File: config.mk
export PLATFORM = sky130hd
export DESIGN_NAME = thermwd_top
export DESIGN_NICKNAME = d
export VERILOG_FILES = /design/src/rtl/thermwd_pkg.sv /design/src/rtl/thermwd_regs.sv /design/src/rtl/thermwd_eval.sv /design/src/rtl/thermwd_alarm.sv /design/src/rtl/thermwd_top.sv
export SDC_FILE = /design/constraint.sdc
export NUM_CORES = 1
export LEC_CHECK = 0
export CAP_MARGIN = 25
export CELL_PAD_IN_SITES_DETAIL_PLACEMENT = 1
export CELL_PAD_IN_SITES_GLOBAL_PLACEMENT = 1
export CORE_MARGIN = 2
export CORE_UTILIZATION = 30
export CTS_CLUSTER_SIZE = 40
export DETAILED_ROUTE_END_ITERATION = 16
export DONT_BUFFER_PORTS = 1
export PLACE_DENSITY_LB_ADDON = 0.1
export SYNTH_ARGS = -nofsm -noshare
export SYNTH_HDL_FRONTEND = slang
export SYNTH_SLANG_ARGS = --single-unit
File: constraint.sdc
create_clock -name clk -period 2.5 [get_ports clk]
set_clock_uncertainty 0.1 [all_clocks]
set_input_delay 0 -clock clk [delete_from_list [all_inputs] [get_ports clk]]
set_output_delay 0 -clock clk [all_outputs]
set_load 0.1 [all_outputs]
File: src/rtl/thermwd_pkg.sv
package thermwd_pkg;

    parameter int TEMP_W = 9;

    typedef logic signed [TEMP_W-1:0] temp_t;

    typedef enum logic {
        MODE_FOLLOW = 1'b0,
        MODE_EVENT  = 1'b1
    } amode_e;

    // bit2 polarity, bit1 mode, bit0 shutdown
    typedef struct packed {
        logic   pol_hi;
        amode_e mode;
        logic   shdn;
    } cfg_t;

    localparam int CFG_W = $bits(cfg_t);

    localparam cfg_t CFG_DFLT = '{pol_hi: 1'b0, mode: MODE_FOLLOW, shdn: 1'b0};

    // A qualified sample: valid only when conversion is running
    typedef struct packed {
        logic valid;
        logic above;
        logic below;
    } samp_ev_t;

    function automatic logic is_above(temp_t s, temp_t lim);
        return s > lim;
    endfunction

    function automatic logic is_below(temp_t s, temp_t lim);
        return s < lim;
    endfunction

    function automatic logic pin_level(logic act, logic pol_hi);
        return pol_hi ? act : ~act;
    endfunction

endpackage

File: src/rtl/thermwd_regs.sv
module thermwd_regs
    import thermwd_pkg::*;
#(
    parameter temp_t TRIP_RST  = temp_t'(160),
    parameter temp_t REARM_RST = temp_t'(150)
) (
    input  logic  clk,
    input  logic  rst,
    input  logic  trip_wr,
    input  temp_t trip_wdata,
    input  logic  rearm_wr,
    input  temp_t rearm_wdata,
    input  logic  cfg_wr,
    input  cfg_t  cfg_wdata,
    output temp_t trip_q,
    output temp_t rearm_q,
    output cfg_t  cfg_q,
    output logic  shdn_enter,
    output logic  mode_flip
);

    always_ff @(posedge clk) begin
        if (rst) begin
            trip_q  <= TRIP_RST;
            rearm_q <= REARM_RST;
            cfg_q   <= CFG_DFLT;
        end else begin
            if (trip_wr)  trip_q  <= trip_wdata;
            if (rearm_wr) rearm_q <= rearm_wdata;
            if (cfg_wr)   cfg_q   <= cfg_wdata;
        end
    end

    // Pulses seen in the cycle of the write, applied at the same edge
    assign shdn_enter = cfg_wr && cfg_wdata.shdn && !cfg_q.shdn;
    assign mode_flip  = cfg_wr && (cfg_wdata.mode != cfg_q.mode);

    assert_rst_dflt_R1: assert property (@(posedge clk) disable iff (rst)
        $past(rst) |-> (trip_q == TRIP_RST && rearm_q == REARM_RST && cfg_q == CFG_DFLT));

endmodule

File: src/rtl/thermwd_eval.sv
module thermwd_eval
    import thermwd_pkg::*;
(
    input  logic     samp_valid,
    input  temp_t    samp_temp,
    input  temp_t    trip_q,
    input  temp_t    rearm_q,
    input  logic     shdn,
    output samp_ev_t ev
);

    // Conversion halted in shutdown: no sample is qualified
    always_comb begin
        ev.valid = samp_valid && !shdn;
        ev.above = is_above(samp_temp, trip_q);
        ev.below = is_below(samp_temp, rearm_q);
    end

endmodule

File: src/rtl/thermwd_alarm.sv
module thermwd_alarm
    import thermwd_pkg::*;
(
    input  logic     clk,
    input  logic     rst,
    input  cfg_t     cfg_q,
    input  logic     shdn_enter,
    input  logic     mode_flip,
    input  logic     rd_clr,
    input  samp_ev_t ev,
    output logic     active
);

    logic follow_act;   // follow-mode alarm state
    logic ev_pend;      // event-mode latched event
    logic ev_arm_lo;    // event mode: next event is a low crossing

    logic ev_hit;
    assign ev_hit = ev.valid && !ev_pend && (ev_arm_lo ? ev.below : ev.above);

    always_ff @(posedge clk) begin
        if (rst) begin
            follow_act <= 1'b0;
            ev_pend    <= 1'b0;
            ev_arm_lo  <= 1'b0;
        end else if (mode_flip) begin
            follow_act <= 1'b0;
            ev_pend    <= 1'b0;
            ev_arm_lo  <= 1'b0;
        end else if (cfg_q.mode == MODE_FOLLOW) begin
            if (ev.valid) begin
                if (ev.above)      follow_act <= 1'b1;
                else if (ev.below) follow_act <= 1'b0;
            end
        end else begin
            if (shdn_enter) begin
                ev_pend <= 1'b0;
            end else if (ev_hit) begin
                ev_pend   <= 1'b1;
                ev_arm_lo <= ~ev_arm_lo;
            end else if (rd_clr) begin
                ev_pend <= 1'b0;
            end
        end
    end

    assign active = (cfg_q.mode == MODE_EVENT) ? ev_pend : follow_act;

    assert_follow_set_R3: assert property (@(posedge clk) disable iff (rst)
        (cfg_q.mode == MODE_FOLLOW && !mode_flip && ev.valid && ev.above) |=> follow_act);

    assert_follow_hold_R4: assert property (@(posedge clk) disable iff (rst)
        (cfg_q.mode == MODE_FOLLOW && !mode_flip && !(ev.valid && (ev.above || ev.below)))
        |=> $stable(follow_act));

    assert_event_clr_R6: assert property (@(posedge clk) disable iff (rst)
        (cfg_q.mode == MODE_EVENT && !mode_flip && rd_clr && !ev.valid) |=> !ev_pend);

    assert_shdn_freeze_R9: assert property (@(posedge clk) disable iff (rst)
        (cfg_q.shdn && !mode_flip) |=> $stable(ev_arm_lo));

    assert_shdn_event_R11: assert property (@(posedge clk) disable iff (rst)
        (cfg_q.mode == MODE_EVENT && shdn_enter) |=> !ev_pend);

    assert_mode_reset_R12: assert property (@(posedge clk) disable iff (rst)
        mode_flip |=> (!follow_act && !ev_pend && !ev_arm_lo));

endmodule

File: src/rtl/thermwd_top.sv
module thermwd_top
    import thermwd_pkg::*;
#(
    parameter int TRIP_RST_CODE  = 160,
    parameter int REARM_RST_CODE = 150
) (
    input  logic              clk,
    input  logic              rst,
    input  logic              samp_valid,
    input  logic [TEMP_W-1:0] samp_temp,
    input  logic              trip_wr,
    input  logic [TEMP_W-1:0] trip_wdata,
    input  logic              rearm_wr,
    input  logic [TEMP_W-1:0] rearm_wdata,
    input  logic              cfg_wr,
    input  logic [CFG_W-1:0]  cfg_wdata,
    input  logic              rd_clr,
    output logic              alarm_pin
);

    temp_t    trip_q, rearm_q;
    cfg_t     cfg_q;
    logic     shdn_enter, mode_flip;
    samp_ev_t ev;
    logic     active;

    thermwd_regs #(
        .TRIP_RST  (temp_t'(TRIP_RST_CODE)),
        .REARM_RST (temp_t'(REARM_RST_CODE))
    ) u_regs (
        .clk         (clk),
        .rst         (rst),
        .trip_wr     (trip_wr),
        .trip_wdata  (temp_t'(trip_wdata)),
        .rearm_wr    (rearm_wr),
        .rearm_wdata (temp_t'(rearm_wdata)),
        .cfg_wr      (cfg_wr),
        .cfg_wdata   (cfg_t'(cfg_wdata)),
        .trip_q      (trip_q),
        .rearm_q     (rearm_q),
        .cfg_q       (cfg_q),
        .shdn_enter  (shdn_enter),
        .mode_flip   (mode_flip)
    );

    thermwd_eval u_eval (
        .samp_valid (samp_valid),
        .samp_temp  (temp_t'(samp_temp)),
        .trip_q     (trip_q),
        .rearm_q    (rearm_q),
        .shdn       (cfg_q.shdn),
        .ev         (ev)
    );

    thermwd_alarm u_alarm (
        .clk        (clk),
        .rst        (rst),
        .cfg_q      (cfg_q),
        .shdn_enter (shdn_enter),
        .mode_flip  (mode_flip),
        .rd_clr     (rd_clr),
        .ev         (ev),
        .active     (active)
    );

    assign alarm_pin = pin_level(active, cfg_q.pol_hi);

endmodule

==> flow_summary.yaml <==
power_and_ir_drop:
  power.share.clock_pct: 29.6
  seq_power_share_pct: 45.5
  swShare_pct: 27.6
  p_switching_mw: 0.253
  finalPower_mw: 0.916
  p_int_mw: 0.663
  p_leak_nw: 0.821
  pwr-share-comb_pct: 24.9
  peakVddDrop_mv: 0.261
  power_density_nw_per_um2: 479
floorplan:
  core_area_sq_um: 4410
  start_util_pct: 31.5
  die_w_um: 72.0
  rows: 24
  io_pins: 38
  dieHeight_um: 72.0
  die-area_sq_um: 5190
synthesis:
  synth_compound_area_share_pct: 15.9
  synth.ff_latch_count: 24
  synth_top_family_by_area: "compound AO/OA/AOI/OAI gates"
  netlist_area_sq_um: 1390
  syn_nets: 212
  ys_warn_count: 0
  ys_types: 27
  seq_area_frac_synth_pct: 34.6
  muxShareOfSynthArea_pct: 10.8
  synth_ff_type: "dfxtp_1"
  synthTopCellsByArea: "dfxtp_1 (35%), ha_1 (15%), mux2i_1 (11%), inv_1 (4.9%), nor2_1 (4.9%)"
  ys_async_sr_fraction_pct: 0
  synth_top_area_share_pct: 34.6
  synth_enable_flop_cells: 0
  synth-simple-area-share_pct: 15.5
  synth_cells: 158
  yosysMostFrequentCell: "dfxtp_1"
  synth_common_cells: "dfxtp_1 (24), inv_1 (18), nor2_1 (18), ha_1 (17), mux2i_1 (15)"
  synth_top_cell_by_area: "dfxtp_1"
  synth_fa_ha_area_share_pct: 15.3
  synthXorXnorAreaFrac_pct: 1.26
  syn-mean-instance-area_sq_um: 8.79
critical_path:
  end_kind: "flop"
  path_class: "reg -> reg"
  worstReg2RegEnd: "u_alarm.ev_pend"
  arrival_ns: 2.06
  worstReg2RegStart: "u_regs.trip_q[4]"
  start_kind: "flop"
  rr_worst_depth: 8
  required_ns: 2.56
  crit_fanout: 3
  rrSetupSlack_ns: 0.51
detailed_routing:
  dr.pass1.iters: 4
  routed_wl_um: 3830
  postRouteAntennaNets: 0
  num_vias: 1217
  wl_met2_um: 1980
  wl_met3_um: 111
  drtIter0Drc: 34
  top_layer_used: "met4"
  via_per_inst: 4.85
  drt-met1-wl_um: 1690
  wl_per_cell_um: 15.2
  drc: 0
clock_tree:
  clk_path_buf_depth: 2
  htreeDepth: 1
  clock_latency_ns: 0.27
  path_clk_slew_ns: 0.09
  cts_tree: "built"
  cts_hold_buffers: 41
  clock_sinks: 24
  tritoncts.num_buffers: 3
  cts_resized: 0
  root_buffer: "clkbuf_8"
  cts_setup_buffers: 0
layout:
  area_delta_synth_final_pct: 37.8
  drive_gt1_share_pct: 7.04
  postLayoutCellArea_sq_um: 1910
  final_core_util_pct: 43.4
  final_nets: 254
  nFillCells: 515
  antenna_cells: 0
sta:
  fin_setup_tns_ns: 0
  relSlewSlack_pct: 53.2
  min_period_over_period_pct: 79.8
  rsz0062_at_grt: "false"
  hold_viol: 0
  setup_viol: 0
  holdWs_ns: 0.0202
  worst_slew_pin_slew_ns: 0.700
  fmax_mhz: 501
  period_needed_ns: 1.99
  drv_slew: 0
placement:
  port_buffers: 0
  post_dp_cell_area_sq_um: 1450
  dp_hpwl_um: 2730
  gp_congestion: 0.818
grt:
  grt_max_degree: 18
  grt_antenna_before_repair: 0
  grt_pass1_vias: 1371
  overflow: 0
  gr-usage-all-layers_pct: 16.5
  grt_pass1_wl_um: 6620
hold_path:
  holdPathStages: 5
  hold_end: "u_alarm.ev_pend"
  hold_class: "in -> reg"
  hold_start: "cfg_wr"
run_status:
  status: "finished clean"
run:
  maxCapViolations: 0
[cell usage in the layout, fill, tap and decap left out, drive strengths merged]
master	netlist	layout
dlygate4sd3	0	41
dfxtp	24	24
nor2	20	20
inv	19	19
ha	17	17
mux2i	15	15
nand2	14	14
a21oi	12	12
o211ai	8	8
nand2b	4	4
nand3	4	4
clkbuf	4	4
o21ai	3	3
nand3b	2	2
xor2	2	2
nor3	1	1
o31ai	1	1
and4	1	1
nand4	1	1
a2111oi	1	1
o221ai	1	1
a311oi	1	1
o311ai	1	1
a31o	1	1
buf	1	1
[state kept, by name (all words and copies together), names as in the netlist]
| register | flops |
|---|---|
| u_regs.cfg_q | 3 |
| u_regs.rearm_q | 9 |
| u_regs.trip_q | 9 |
| u_alarm.ev_pend | 1 |
| u_alarm.follow_act | 1 |
| u_alarm.ev_arm_lo | 1 |
[power by group through the flow]
stage	Clock, mW	Sequential [mW]	Combinational [mW]
global route	0.298	0.421	0.257
finish	0.271	0.417	0.228
global placement	0	0.426	0.152
floorplan	0	0.422	0.138
CTS	0.278	0.418	0.228
detailed placement	0	0.427	0.160
[worst max-delay path by stage]
stage / from / to / depth (start not counted) / slack [ns]
final: u_regs.trip_q[4] / u_alarm.ev_pend / 8 / 0.51
after floorplan: u_regs.cfg_q[1] / alarm_pin / 2 / 0.33
after global placement: u_regs.trip_q[8] / u_alarm.ev_pend / 8 / 0.63
after global routing: u_regs.trip_q[8] / u_alarm.ev_pend / 8 / 0.38
after detailed placement: u_regs.trip_q[4] / u_alarm.ev_pend / 8 / 0.50
after CTS: u_regs.trip_q[4] / u_alarm.ev_pend / 8 / 0.48
[per-stage QoR]
step                std cells  worst slack, ns
floorplan                 158            0.334
global placement          206            0.634
detailed placement        206            0.501
CTS                       251            0.482
global route              251            0.381
finish                    251            0.506
[layout make-up]
cell class	count	area [sq um]	area share, %
multi-input cells	110	825	43.1
flip-flops and latches	24	480	25.1
repair buffers	42	418	21.8
inverters	19	71.3	3.73
well taps	52	65.1	3.40
clock buffers	4	55.1	2.88
[metal layers]
metal,GRT usage [%],vias to the layer above
met1,20.4,568
met4,5.03,0
met2,29.3,19
met3,2.64,4
li1,-,626
met5,0,-
[kinds of logic (layout without fill, tap and decap cells)]
| logic type | Yosys count | in the layout |
|---|---|---|
| AOI/OAI and AO/OA | 29 | 29 |
| xor gates and xnor gates | 2 | 2 |
| adders and majority gates | 17 | 17 |
| buffers and inverters | 24 | 65 |
| DFF | 24 | 24 |
| muxes | 15 | 15 |
| and+or+nand+nor | 47 | 47 |
[worst max-delay path, stage by stage (launching register included)]
cell and delay (ns):
dfxtp_1 0.36, inv_1 0.05, ha_1 0.31, and4_4 0.27
nand2_1 0.09, o21ai_0 0.25, o221ai_2 0.17, o211ai_1 0.21
a21oi_1 0.09
(Power assumes the default switching activity.)
